$ cat src/rtl/lpm_pkg.sv
package lpm_pkg;

    typedef enum logic [2:0] {
        ST_RUN   = 3'd0,
        ST_SLEEP = 3'd1,
        ST_DEEP  = 3'd2,
        ST_WAKE  = 3'd3,
        ST_STBY  = 3'd4
    } lpm_state_e;

    localparam logic [1:0] MODE_RUN   = 2'b00;
    localparam logic [1:0] MODE_SLEEP = 2'b01;
    localparam logic [1:0] MODE_DEEP  = 2'b10;
    localparam logic [1:0] MODE_STBY  = 2'b11;

endpackage

$ cat src/rtl/lpm_wake_qual.sv
module lpm_wake_qual (
    input  logic in_deep,
    input  logic by_wfe,
    input  logic sev_on_pend,
    input  logic irq_any,
    input  logic evt_any,
    input  logic exti_irq,
    input  logic exti_evt,
    output logic wake
);
    logic irq_src;
    logic evt_src;

    always_comb begin
        irq_src = in_deep ? exti_irq : irq_any;
        evt_src = in_deep ? exti_evt : evt_any;
        if (by_wfe) wake = evt_src | (sev_on_pend & irq_src);
        else        wake = irq_src;
    end
endmodule

$ cat src/rtl/lpm_vreg.sv
module lpm_vreg #(
    parameter int          VW       = 2,
    parameter logic [VW-1:0] VSEL_RST = '1,
    parameter logic [VW-1:0] VSEL_LOW = '0
) (
    input  logic          clk,
    input  logic          rst_n,
    input  logic          pll_locked,
    input  logic          wr,
    input  logic [VW-1:0] wdata,
    output logic [VW-1:0] vsel_out
);
    logic [VW-1:0] code_d;
    logic [VW-1:0] code_q;

    always_comb begin
        code_d = code_q;
        if (wr && !pll_locked) code_d = wdata;
    end

    always_ff @(posedge clk or negedge rst_n) begin
        if (!rst_n) code_q <= VSEL_RST;
        else        code_q <= code_d;
    end

    assign vsel_out = pll_locked ? code_q : VSEL_LOW;

    // a write while the PLL runs leaves the stored code alone
    a_r10_locked_write_ignored: assert property (@(posedge clk) disable iff (!rst_n)
        (wr && pll_locked) |=> $stable(code_q));
endmodule

$ cat src/rtl/lpm_ctrl.sv
module lpm_ctrl
    import lpm_pkg::*;
#(
    parameter int            VW       = 2,
    parameter logic [VW-1:0] VSEL_RST = '1,
    parameter logic [VW-1:0] VSEL_LOW = '0,
    parameter int            WAKE_DLY = 16
) (
    input  logic          clk,
    input  logic          rst_n,
    input  logic          ctl_deep,
    input  logic          ctl_stby,
    input  logic          ctl_sleep_on_exit,
    input  logic          ctl_sev_on_pend,
    input  logic          ctl_lpreg,
    input  logic          wfi_p,
    input  logic          wfe_p,
    input  logic          exc_ret_lowest,
    input  logic          irq_any,
    input  logic          evt_any,
    input  logic          exti_irq,
    input  logic          exti_evt,
    input  logic          pll_locked,
    input  logic          vsel_wr,
    input  logic [VW-1:0] vsel_wdata,
    output logic          core_clk_en,
    output logic          domain_clk_en,
    output logic          osc_irc_en,
    output logic          osc_hxt_en,
    output logic          pll_en,
    output logic [VW-1:0] vreg_sel,
    output logic          sel_irc_clk,
    output logic [1:0]    mode
);
    localparam int CW = (WAKE_DLY < 2) ? 1 : $clog2(WAKE_DLY);
    localparam logic [CW-1:0] CNT_LOAD = CW'(WAKE_DLY - 1);

    typedef struct packed {
        lpm_state_e    st;
        logic          by_wfe;
        logic          lpreg;
        logic [CW-1:0] cnt;
        logic          irc;
    } ctrl_t;

    ctrl_t r_d;
    ctrl_t r_q;

    logic entry_go;
    logic entry_wfe;
    logic wake_entry;
    logic wake_cur;

    assign entry_go  = ctl_sleep_on_exit ? exc_ret_lowest : (wfi_p | wfe_p);
    assign entry_wfe = !ctl_sleep_on_exit && wfe_p && !wfi_p;

    lpm_wake_qual u_qual_entry (
        .in_deep     (ctl_deep),
        .by_wfe      (entry_wfe),
        .sev_on_pend (ctl_sev_on_pend),
        .irq_any     (irq_any),
        .evt_any     (evt_any),
        .exti_irq    (exti_irq),
        .exti_evt    (exti_evt),
        .wake        (wake_entry)
    );

    lpm_wake_qual u_qual_cur (
        .in_deep     (r_q.st == ST_DEEP),
        .by_wfe      (r_q.by_wfe),
        .sev_on_pend (ctl_sev_on_pend),
        .irq_any     (irq_any),
        .evt_any     (evt_any),
        .exti_irq    (exti_irq),
        .exti_evt    (exti_evt),
        .wake        (wake_cur)
    );

    lpm_vreg #(
        .VW       (VW),
        .VSEL_RST (VSEL_RST),
        .VSEL_LOW (VSEL_LOW)
    ) u_vreg (
        .clk        (clk),
        .rst_n      (rst_n),
        .pll_locked (pll_locked),
        .wr         (vsel_wr),
        .wdata      (vsel_wdata),
        .vsel_out   (vreg_sel)
    );

    always_comb begin
        r_d     = r_q;
        r_d.irc = 1'b0;
        unique case (r_q.st)
            ST_RUN: begin
                if (entry_go) begin
                    if (ctl_deep && ctl_stby) begin
                        r_d.st = ST_STBY;
                    end else if (!wake_entry) begin
                        r_d.st     = ctl_deep ? ST_DEEP : ST_SLEEP;
                        r_d.by_wfe = entry_wfe;
                        r_d.lpreg  = ctl_lpreg;
                    end
                end
            end
            ST_SLEEP: begin
                if (wake_cur) r_d.st = ST_RUN;
            end
            ST_DEEP: begin
                if (wake_cur) begin
                    if (r_q.lpreg) begin
                        r_d.st  = ST_WAKE;
                        r_d.cnt = CNT_LOAD;
                    end else begin
                        r_d.st  = ST_RUN;
                        r_d.irc = 1'b1;
                    end
                end
            end
            ST_WAKE: begin
                if (r_q.cnt == '0) begin
                    r_d.st  = ST_RUN;
                    r_d.irc = 1'b1;
                end else begin
                    r_d.cnt = r_q.cnt - 1'b1;
                end
            end
            ST_STBY: r_d.st = ST_STBY;
            default: r_d.st = ST_RUN;
        endcase
    end

    always_ff @(posedge clk or negedge rst_n) begin
        if (!rst_n) begin
            r_q.st     <= ST_RUN;
            r_q.by_wfe <= 1'b0;
            r_q.lpreg  <= 1'b0;
            r_q.cnt    <= '0;
            r_q.irc    <= 1'b0;
        end else begin
            r_q <= r_d;
        end
    end

    logic clocks_down;
    assign clocks_down   = (r_q.st == ST_DEEP) || (r_q.st == ST_WAKE) || (r_q.st == ST_STBY);
    assign core_clk_en   = (r_q.st == ST_RUN);
    assign domain_clk_en = !clocks_down;
    assign osc_irc_en    = !clocks_down;
    assign osc_hxt_en    = !clocks_down;
    assign pll_en        = !clocks_down;
    assign sel_irc_clk   = r_q.irc;

    always_comb begin
        unique case (r_q.st)
            ST_RUN:   mode = MODE_RUN;
            ST_SLEEP: mode = MODE_SLEEP;
            ST_STBY:  mode = MODE_STBY;
            default:  mode = MODE_DEEP;
        endcase
    end

    // standby is left only by reset
    a_r11_stby_sticky: assert property (@(posedge clk) disable iff (!rst_n)
        (mode == MODE_STBY) |=> (mode == MODE_STBY));
    // deep and standby keep every clock source off
    a_r5_deep_clocks_off: assert property (@(posedge clk) disable iff (!rst_n)
        (mode[1]) |-> !(osc_irc_en || osc_hxt_en || pll_en || domain_clk_en || core_clk_en));
    // the RC select request is a single-cycle pulse
    a_r7_irc_single: assert property (@(posedge clk) disable iff (!rst_n)
        sel_irc_clk |=> !sel_irc_clk);
    // a qualified wake in sleep returns to run next cycle
    a_r3_sleep_wake: assert property (@(posedge clk) disable iff (!rst_n)
        (mode == MODE_SLEEP && wake_cur) |=> (mode == MODE_RUN));
    // a pending qualifying wake cancels a sleep or deep entry
    a_r12_cancel: assert property (@(posedge clk) disable iff (!rst_n)
        (mode == MODE_RUN && entry_go && wake_entry && !(ctl_deep && ctl_stby)) |=> (mode == MODE_RUN));
    // the low code is driven whenever the PLL is off
    a_r9_low_when_pll_off: assert property (@(posedge clk) disable iff (!rst_n)
        !pll_locked |-> (vreg_sel == VSEL_LOW));
endmodule

$ cat config.mk
export PLATFORM = sky130hd
export DESIGN_NAME = lpm_ctrl
export DESIGN_NICKNAME = d
export VERILOG_FILES = /design/src/rtl/lpm_pkg.sv /design/src/rtl/lpm_wake_qual.sv /design/src/rtl/lpm_vreg.sv /design/src/rtl/lpm_ctrl.sv
export SDC_FILE = /design/constraint.sdc
export NUM_CORES = 1
export LEC_CHECK = 0
export ABC_AREA = 1
export BUFFER_PORTS_ARGS = -buffer_cell sky130_fd_sc_hd__buf_2
export CAP_MARGIN = 0
export CORE_UTILIZATION = 23
export CTS_CLUSTER_DIAMETER = 150
export DETAILED_ROUTE_END_ITERATION = 6
export GPL_TIMING_DRIVEN = 0
export PLACE_DENSITY = 0.48
export SYNTH_ARGS = -nofsm -noshare
export SYNTH_HDL_FRONTEND = slang
export SYNTH_SLANG_ARGS = --single-unit
$ cat constraint.sdc
create_clock -name clk -period 1.6 [get_ports clk]
set_clock_uncertainty 0.15 [all_clocks]
set_input_delay 0.32 -clock clk [delete_from_list [all_inputs] [get_ports clk]]
set_output_delay 0.32 -clock clk [all_outputs]
set_load 0.005 [all_outputs]
==> results.md, run 1 <==
* Status: finished with violations
* Failing checks: setup timing
* Cells after synthesis at around 140
* DRC marker count from the first detailed-route iteration at between 40 and 50
* CP arrival at roughly 1.2 ns
* Die Footprint at ~4100 sq um
* # Max-Cap Violations at 0
* Clock slew at reported path FFs at ~0.05 ns
* Vias at 900
* Height of the die at roughly 64 microns
* Power density cells at roughly 560 nW/um^2
* Slew Limit Fails at 0
* Wire per inst at 9.121 microns
* Area grow syn2layout at 42.74%
* Max VDD drop at ~0.24 mV
* Share of cells above drive strength 1 at a little under two fifths
* First-pass GRT wire length at around 3400 microns
* Mapped Nets at 156
* Drt drc at 0
* Area of the multi-input gates at 503.0 sq um
* Final period demand of the worst path at between 1.5 and 2 ns
* Crit end category: primary output
* Htree depth at 1
* Sequential share of the synthesized area at 33.80%
* Clk buf depth at 2
* Non-filler cells, final at 223
* Final core occ at between 30% and 40%
* Post-route ant nets at 0
* Gpl congestion at roughly 0.76
* Worst-Margin Slew at between 0.2 and 0.3 ns
* Netlist Area Pre-Place at approximately 900 sq um
* Core Region at 3689 sq um
* Final Hold Vio Count at 0
* Slowest stage delay, CP at between 0.4 and 0.5 ns
* P_leak at between 0.7 and 0.8 nW
* Maximum clock frequency at a little under 600 MHz
* Setup WS post-layout at -0.1048 ns
* Mean post-synth cell area at 6.539 sq um
* Overall power at approximately 0.72 mW
* TritonCTS buffer count at 3
* Vias in the first global route at 836
* Relative slew slack at about four fifths
* Ys Warns at 0
* Final setup vio count at 9
* Placed Area at 1086 sq um
* Highest metal used: met4
* Worst Min Path Start: ctl_lpreg
* Fin crit share at 106.6%
* Antenna cells at 0
* Routed WL at about 2000 microns
* Grt total ovfl at 0
* Crit-path cells: nor2_4 > inv_2 > nor2_4 > a21oi_4 > buf_6 > buf_6
* Register area at 304.0 sq um
* Commonest non-fill, non-tap cell in the layout: nand2_1
* CTS root buf: clkbuf_8
* CP Max Fanout at 4
* Fillers at roughly 430
* RSZ-0062 raised after global routing: yes
* Nets at about 200
* Fin area at about 1300 sq um
* Met3 WL at 114 microns
* Unique cell type count in the Yosys netlist at 23
* Setup crit start: r_q[8]
* Yosys reg bits at 12
* Worst Path Required at roughly 1.1 ns
* Chip width at 64.41 microns
* Largest net degree at the start of global routing at 13
* Port Buffers at 26
* DR vias/cell at about 4.0
* Initial antenna violation count at 0
* Worst-skew pair later-pin latency at 0.23 ns
* Crit path kind: reg2out
* R2R Path Start: r_q[7]
* # rows at 22
* Pre-Repair DR Iteration Count at 4
* WL met2 at approximately 870 microns
* Commonest non-fill, non-tap cells in the layout: nand2_1, buf_2, inv_1
* Initial Utilization at about 24%
* Total track usage at a little over a tenth
* Placed cell count at between 200 and 250
* Hpwl dp at between 1500 and 2000 microns
* Sink Count at 12
* M1 wire length at 1038 microns
* Num ports at 28
* CTS tree: built
* Startpoint types: flop
* Worst hold path type: in2reg
* CP max-delay cell: dfrtp_2
[critical path, delay by kind of cell, from the launching register on]
kind            cells  cell delay (ns)
flops               1             0.43
compound gates      1             0.06
buf+inv             3             0.28
simple gates        2             0.24
[metrics by stage]
step	TNS (ns)	hold slack (ns)	setup slack, ns
6_report	-0.5259	0.1426	-0.1048
5_1_grt	-1.727	0.1594	-0.1577
4_1_cts	-0.6219	0.1360	-0.1362
3_5_place_dp	-0.08253	0.06343	-0.02929
3_3_place_gp	-0.05574	0.06404	-0.01892
2_1_floorplan	0	-0.1256	0.1218
[repair_timing]
item                       4_1_cts  5_1_grt
hold endpoints to repair        10        0
pin swaps                        2        3
hold buffers                     1        0
buffers inserted                 6        1
resized for setup                7       12
setup endpoints to repair        7       16
[Yosys cell counts]
cell,n,area [sq um]
buf_2,1,5.000
a21oi_1,2,10.01
nor3_2,1,10.01
nor2_4,1,11.26
xor2_1,1,8.760
nor2_1,7,26.28
buf_4,3,22.52
nor3_1,1,5.000
ha_1,1,12.51
nand3_1,9,45.04
mux2_2,2,22.52
nand3_2,2,20.02
o21ai_1,6,30.03
o21ai_0,5,25.02
dfrtp_1,10,250.2
nand2_1,47,176.4
inv_2,5,18.77
dfstp_2,2,52.55
inv_1,22,82.58
nand2_4,1,11.26
o22ai_1,1,6.260
nand4_1,2,12.51
nand2_2,5,31.28
[power breakdown]
part	internal [mW]	leakage, nW	switching, mW
clock network	0.217	0.0288	0.104
logic	0.0379	0.548	0.0436
registers	0.317	0.133	0.00335
total	0.571	0.710	0.151
[cell families (layout without fill, tap and decap cells)]
family | count (synthesis) | in the layout | share of synthesized area (%)
XOR/XNOR | 1 | 1 | 0.9778
AND/OR/NAND/NOR | 76 | 76 | 38.97
multiplexers | 2 | 2 | 2.514
AO/OA/AOI/OAI | 14 | 14 | 7.961
adder cells (fa/ha/maj) | 1 | 1 | 1.396
flip-flops | 12 | 12 | 33.80
buffers and inverters | 31 | 69 | 14.39
[layout make-up]
cell class / count / share of cell area [%]
repair buffers: 34 / 16.54
flip-flops and latches: 12 / 23.78
plain buffers: 4 / 3.033
well taps: 48 / 4.697
clock buffers: 4 / 4.305
multi-input cells: 94 / 39.33
inverters: 27 / 8.317
[layer usage]
metal  vias to the layer above  global-route usage, %
met2                        26                  16.05
li1                        495                      -
met4                         0                  4.167
met1                       377                  14.13
met5                         -                      0
met3                         2                  2.113
[flip-flops by register name, summed over array words and instances, names as in the netlist]
name / flops
r_q: 9
u_vreg.code_q: 2
sel_irc_clk: 1
[final timing paths]
path                               endpoint  slack, ns  cells after the start
max                                  pll_en      -0.10                      6
min                                  r_q[5]       0.14                      3
max reg2reg                          r_q[1]      -0.02                     11
min reg2reg                          r_q[6]       0.35                      2
max in group asynchronous  u_vreg.code_q[0]       0.69                      2
min in group asynchronous            r_q[3]       0.34                      2
(Power assumes the default switching activity.)
==> run 2, diff against run 1 <==
--- a/config.mk
+++ b/config.mk
@@ -13,5 +13,5 @@
 export DETAILED_ROUTE_END_ITERATION = 6
 export GPL_TIMING_DRIVEN = 0
-export PLACE_DENSITY = 0.48
+export PLACE_DENSITY = 0.5
 export SYNTH_ARGS = -nofsm -noshare
 export SYNTH_HDL_FRONTEND = slang
==> constraint.sdc (replaced) <==
create_clock -name clk -period 1.4 [get_ports clk]
set_clock_uncertainty 0.15 [all_clocks]
set_input_delay 0.07 -clock clk [delete_from_list [all_inputs] [get_ports clk]]
set_output_delay 0.07 -clock clk [all_outputs]
set_load 0.005 [all_outputs]
==> results.md, run 2 (synthesis gave the netlist of run 1 again) <==
* Status: finished with violations (unchanged)
* Failing checks: setup timing (unchanged)
* Vias in the first global route at 845 (was 836)
* Setup TNS at -1.272 ns (was -0.5259 ns)
* CTS root buf: clkbuf_8 (unchanged)
* First-pass GRT wire length at 3567 microns (was 3381 microns)
* Crit path kind: reg2reg (was reg2out)
* Clock slew at reported path FFs at 0.06 ns (was 0.05 ns)
* Startpoint types: flop (unchanged)
* # rows at 22 (unchanged)
* Share of cells above drive strength 1 at 48.66% (was 38.29%)
* Fin area at 1474 sq um (was 1279 sq um)
* Num ports at 28 (unchanged)
* Largest net degree at the start of global routing at 13 (unchanged)
* Slew Limit Fails at 0 (unchanged)
* Commonest non-fill, non-tap cells in the layout: nand2_1, buf_2, inv_1 (unchanged)
* Drt drc at 0 (unchanged)
* # Max-Cap Violations at 0 (unchanged)
* Area grow syn2layout at 64.52% (was 42.74%)
* Worst hold path type: in2reg (unchanged)
* Most flop-heavy register: r_q (unchanged)
* Initial Utilization at 24.29% (unchanged)
* Wire per inst at 9.391 microns (was 9.121 microns)
* Crit end category: flop (was primary output)
* Maximum clock frequency at 651.1 MHz
* R2R Path Start: r_q[9] (was r_q[7])
* Initial antenna violation count at 0 (unchanged)
* Nets at 207 (was 195)
* CTS tree: built (unchanged)
* Port Buffers at 26 (unchanged)
* Worst Path Required at 1.37 ns (was 1.13 ns)
* Capturing point of the worst reg2reg path: r_q[1] (unchanged)
* Gpl congestion at 0.7439 (was 0.7646)
* DP Worst Slack at -0.1277 ns (was -0.02929 ns)
* Placed Area at 1086 sq um (unchanged)
* Fin crit share at 109.7%
* DR vias/cell at 4.047 (was 4.036)
* Relative slew slack at 78.51% (was 79.94%)
* Worst hold margin at 0.02321 ns (was 0.1426 ns)
* Hold EP: r_q[9] (was r_q[5])
* Chip width at 64.41 microns (unchanged)
* Fillers at 414 (was 426)
* TritonCTS buffer count at 3 (unchanged)
* Core Region at 3689 sq um (unchanged)
* Routed WL at 2207 microns (was 2034 microns)
* Final period demand of the worst path at ~1.5 ns
* Placed cell count at 211 (unchanged)
* Setup WS post-layout at -0.1358 ns (was -0.1048 ns)
* Non-filler cells, final at 235 (was 223)
* R2R cell count at 10 (was 11)
* Post-route ant nets at 0 (unchanged)
* Worst-Margin Slew at 0.3190 ns (was 0.2992 ns)
* Antenna cells at 0 (unchanged)
* Worst-skew pair later-pin latency at 0.24 ns (was 0.23 ns)
* P_leak at 0.8006 nW (was 0.7100 nW)
* Total track usage at 10.97% (was 10.42%)
* Vias at 951 (was 900)
* Flop2flop setup slack at -0.14 ns (was -0.02 ns)
* Die Footprint at 4149 sq um (unchanged)
* Htree depth at 1 (unchanged)
* Sink Count at 12 (unchanged)
* Max VDD drop at 0.2583 mV (was 0.2427 mV)
* Final Hold Vio Count at 0 (unchanged)
* RSZ-0062 raised after global routing: yes (unchanged)
* Hpwl dp at 1518 microns (was 1588 microns)
* Power density cells at 574.9 nW/um^2 (was 565.0 nW/um^2)
* Final core occ at 39.96% (was 34.67%)
* Pre-Repair DR Iteration Count at 4 (unchanged)
* DRC marker count from the first detailed-route iteration at 24 (was 42)
* Height of the die at 64.41 microns (unchanged)
* Final setup vio count at 14 (was 9)
* WHS Path Cells at 3 (unchanged)
* Worst Min Path Start: ctl_stby (was ctl_lpreg)
* Commonest non-fill, non-tap cell in the layout: nand2_1 (unchanged)
* CP Max Fanout at 8 (was 4)
* Overall power at 0.8473 mW (was 0.7224 mW)
* Grt total ovfl at 0 (unchanged)
* Number of flip-flops in the largest register at 9 (unchanged)
* Clk buf depth at 2 (unchanged)
* CP arrival at 1.51 ns (was 1.23 ns)
==> run 2: cell count changes in the layout (fill, tap and decap cells not counted), moves of 3 or more <==
cell	delta
buf_4	+6
buf_6	+3
dlygate4sd3_1	+4
inv_1	-4
nand2_1	-6
nand2_4	+4
==> run 2: area by class of cell <==
type / count / area, sq um / share of cell area, %
multi-input cells: 94 / 578.1 / 39.22
repair buffers: 46 / 325.3 / 22.07
flip-flops and latches: 12 / 305.3 / 20.71
inverters: 27 / 111.4 / 7.555
well taps: 48 / 60.06 / 4.075
clock buffers: 4 / 55.05 / 3.735
plain buffers: 4 / 38.79 / 2.632
==> run 2: critical path, cell delays in order, from the launching register on <==
cell and delay (ns):
dfrtp_1 0.43, inv_4 0.13, nand3_4 0.11, inv_4 0.09, nand2_2 0.05, nand3_2 0.07
nand2_2 0.08, nand2_2 0.09, nand2_4 0.09, nand2_1 0.06, o21ai_1 0.06
==> run 2: report_power, final <==
part / internal [mW] / total (mW) / switching (mW)
sequential: 0.362 / 0.366 / 0.00379
clock: 0.248 / 0.378 / 0.129
combinational: 0.0505 / 0.104 / 0.0536
total: 0.661 / 0.847 / 0.187
==> run 2: how the worst max path moves through the flow <==
stage / depth (start not counted) / slack [ns] / to / startpoint
finish: 10 / -0.14 / r_q[1] / r_q[9]
global route: 10 / -0.23 / r_q[4] / r_q[9]
CTS: 6 / -0.13 / osc_hxt_en / r_q[7]
detailed placement: 9 / -0.13 / r_q[8] / r_q[1]
global placement: 9 / -0.13 / r_q[8] / r_q[1]
floorplan: 9 / 0.02 / r_q[8] / r_q[1]
==> run 2: timing repair <==
| item | CTS | global route |
|---|---|---|
| gates resized for setup | 10 | 37 |
| hold buffers | 5 | 0 |
| cloned | 0 | 0 |
| setup endpoints to repair | 15 | 15 |
| pin swaps | 2 | 18 |
| hold endpoints to repair | 16 | 0 |
| buffers inserted | 6 | 9 |
==> run 2: metal layers <==
layer | vias up | wire length (microns) | track usage (%)
met5 | - | 0 | 0
met2 | 28 | 1011 | 15.66
li1 | 518 | - | -
met4 | 0 | 10 | 4.167
met1 | 403 | 1082 | 15.72
met3 | 2 | 103 | 2.641
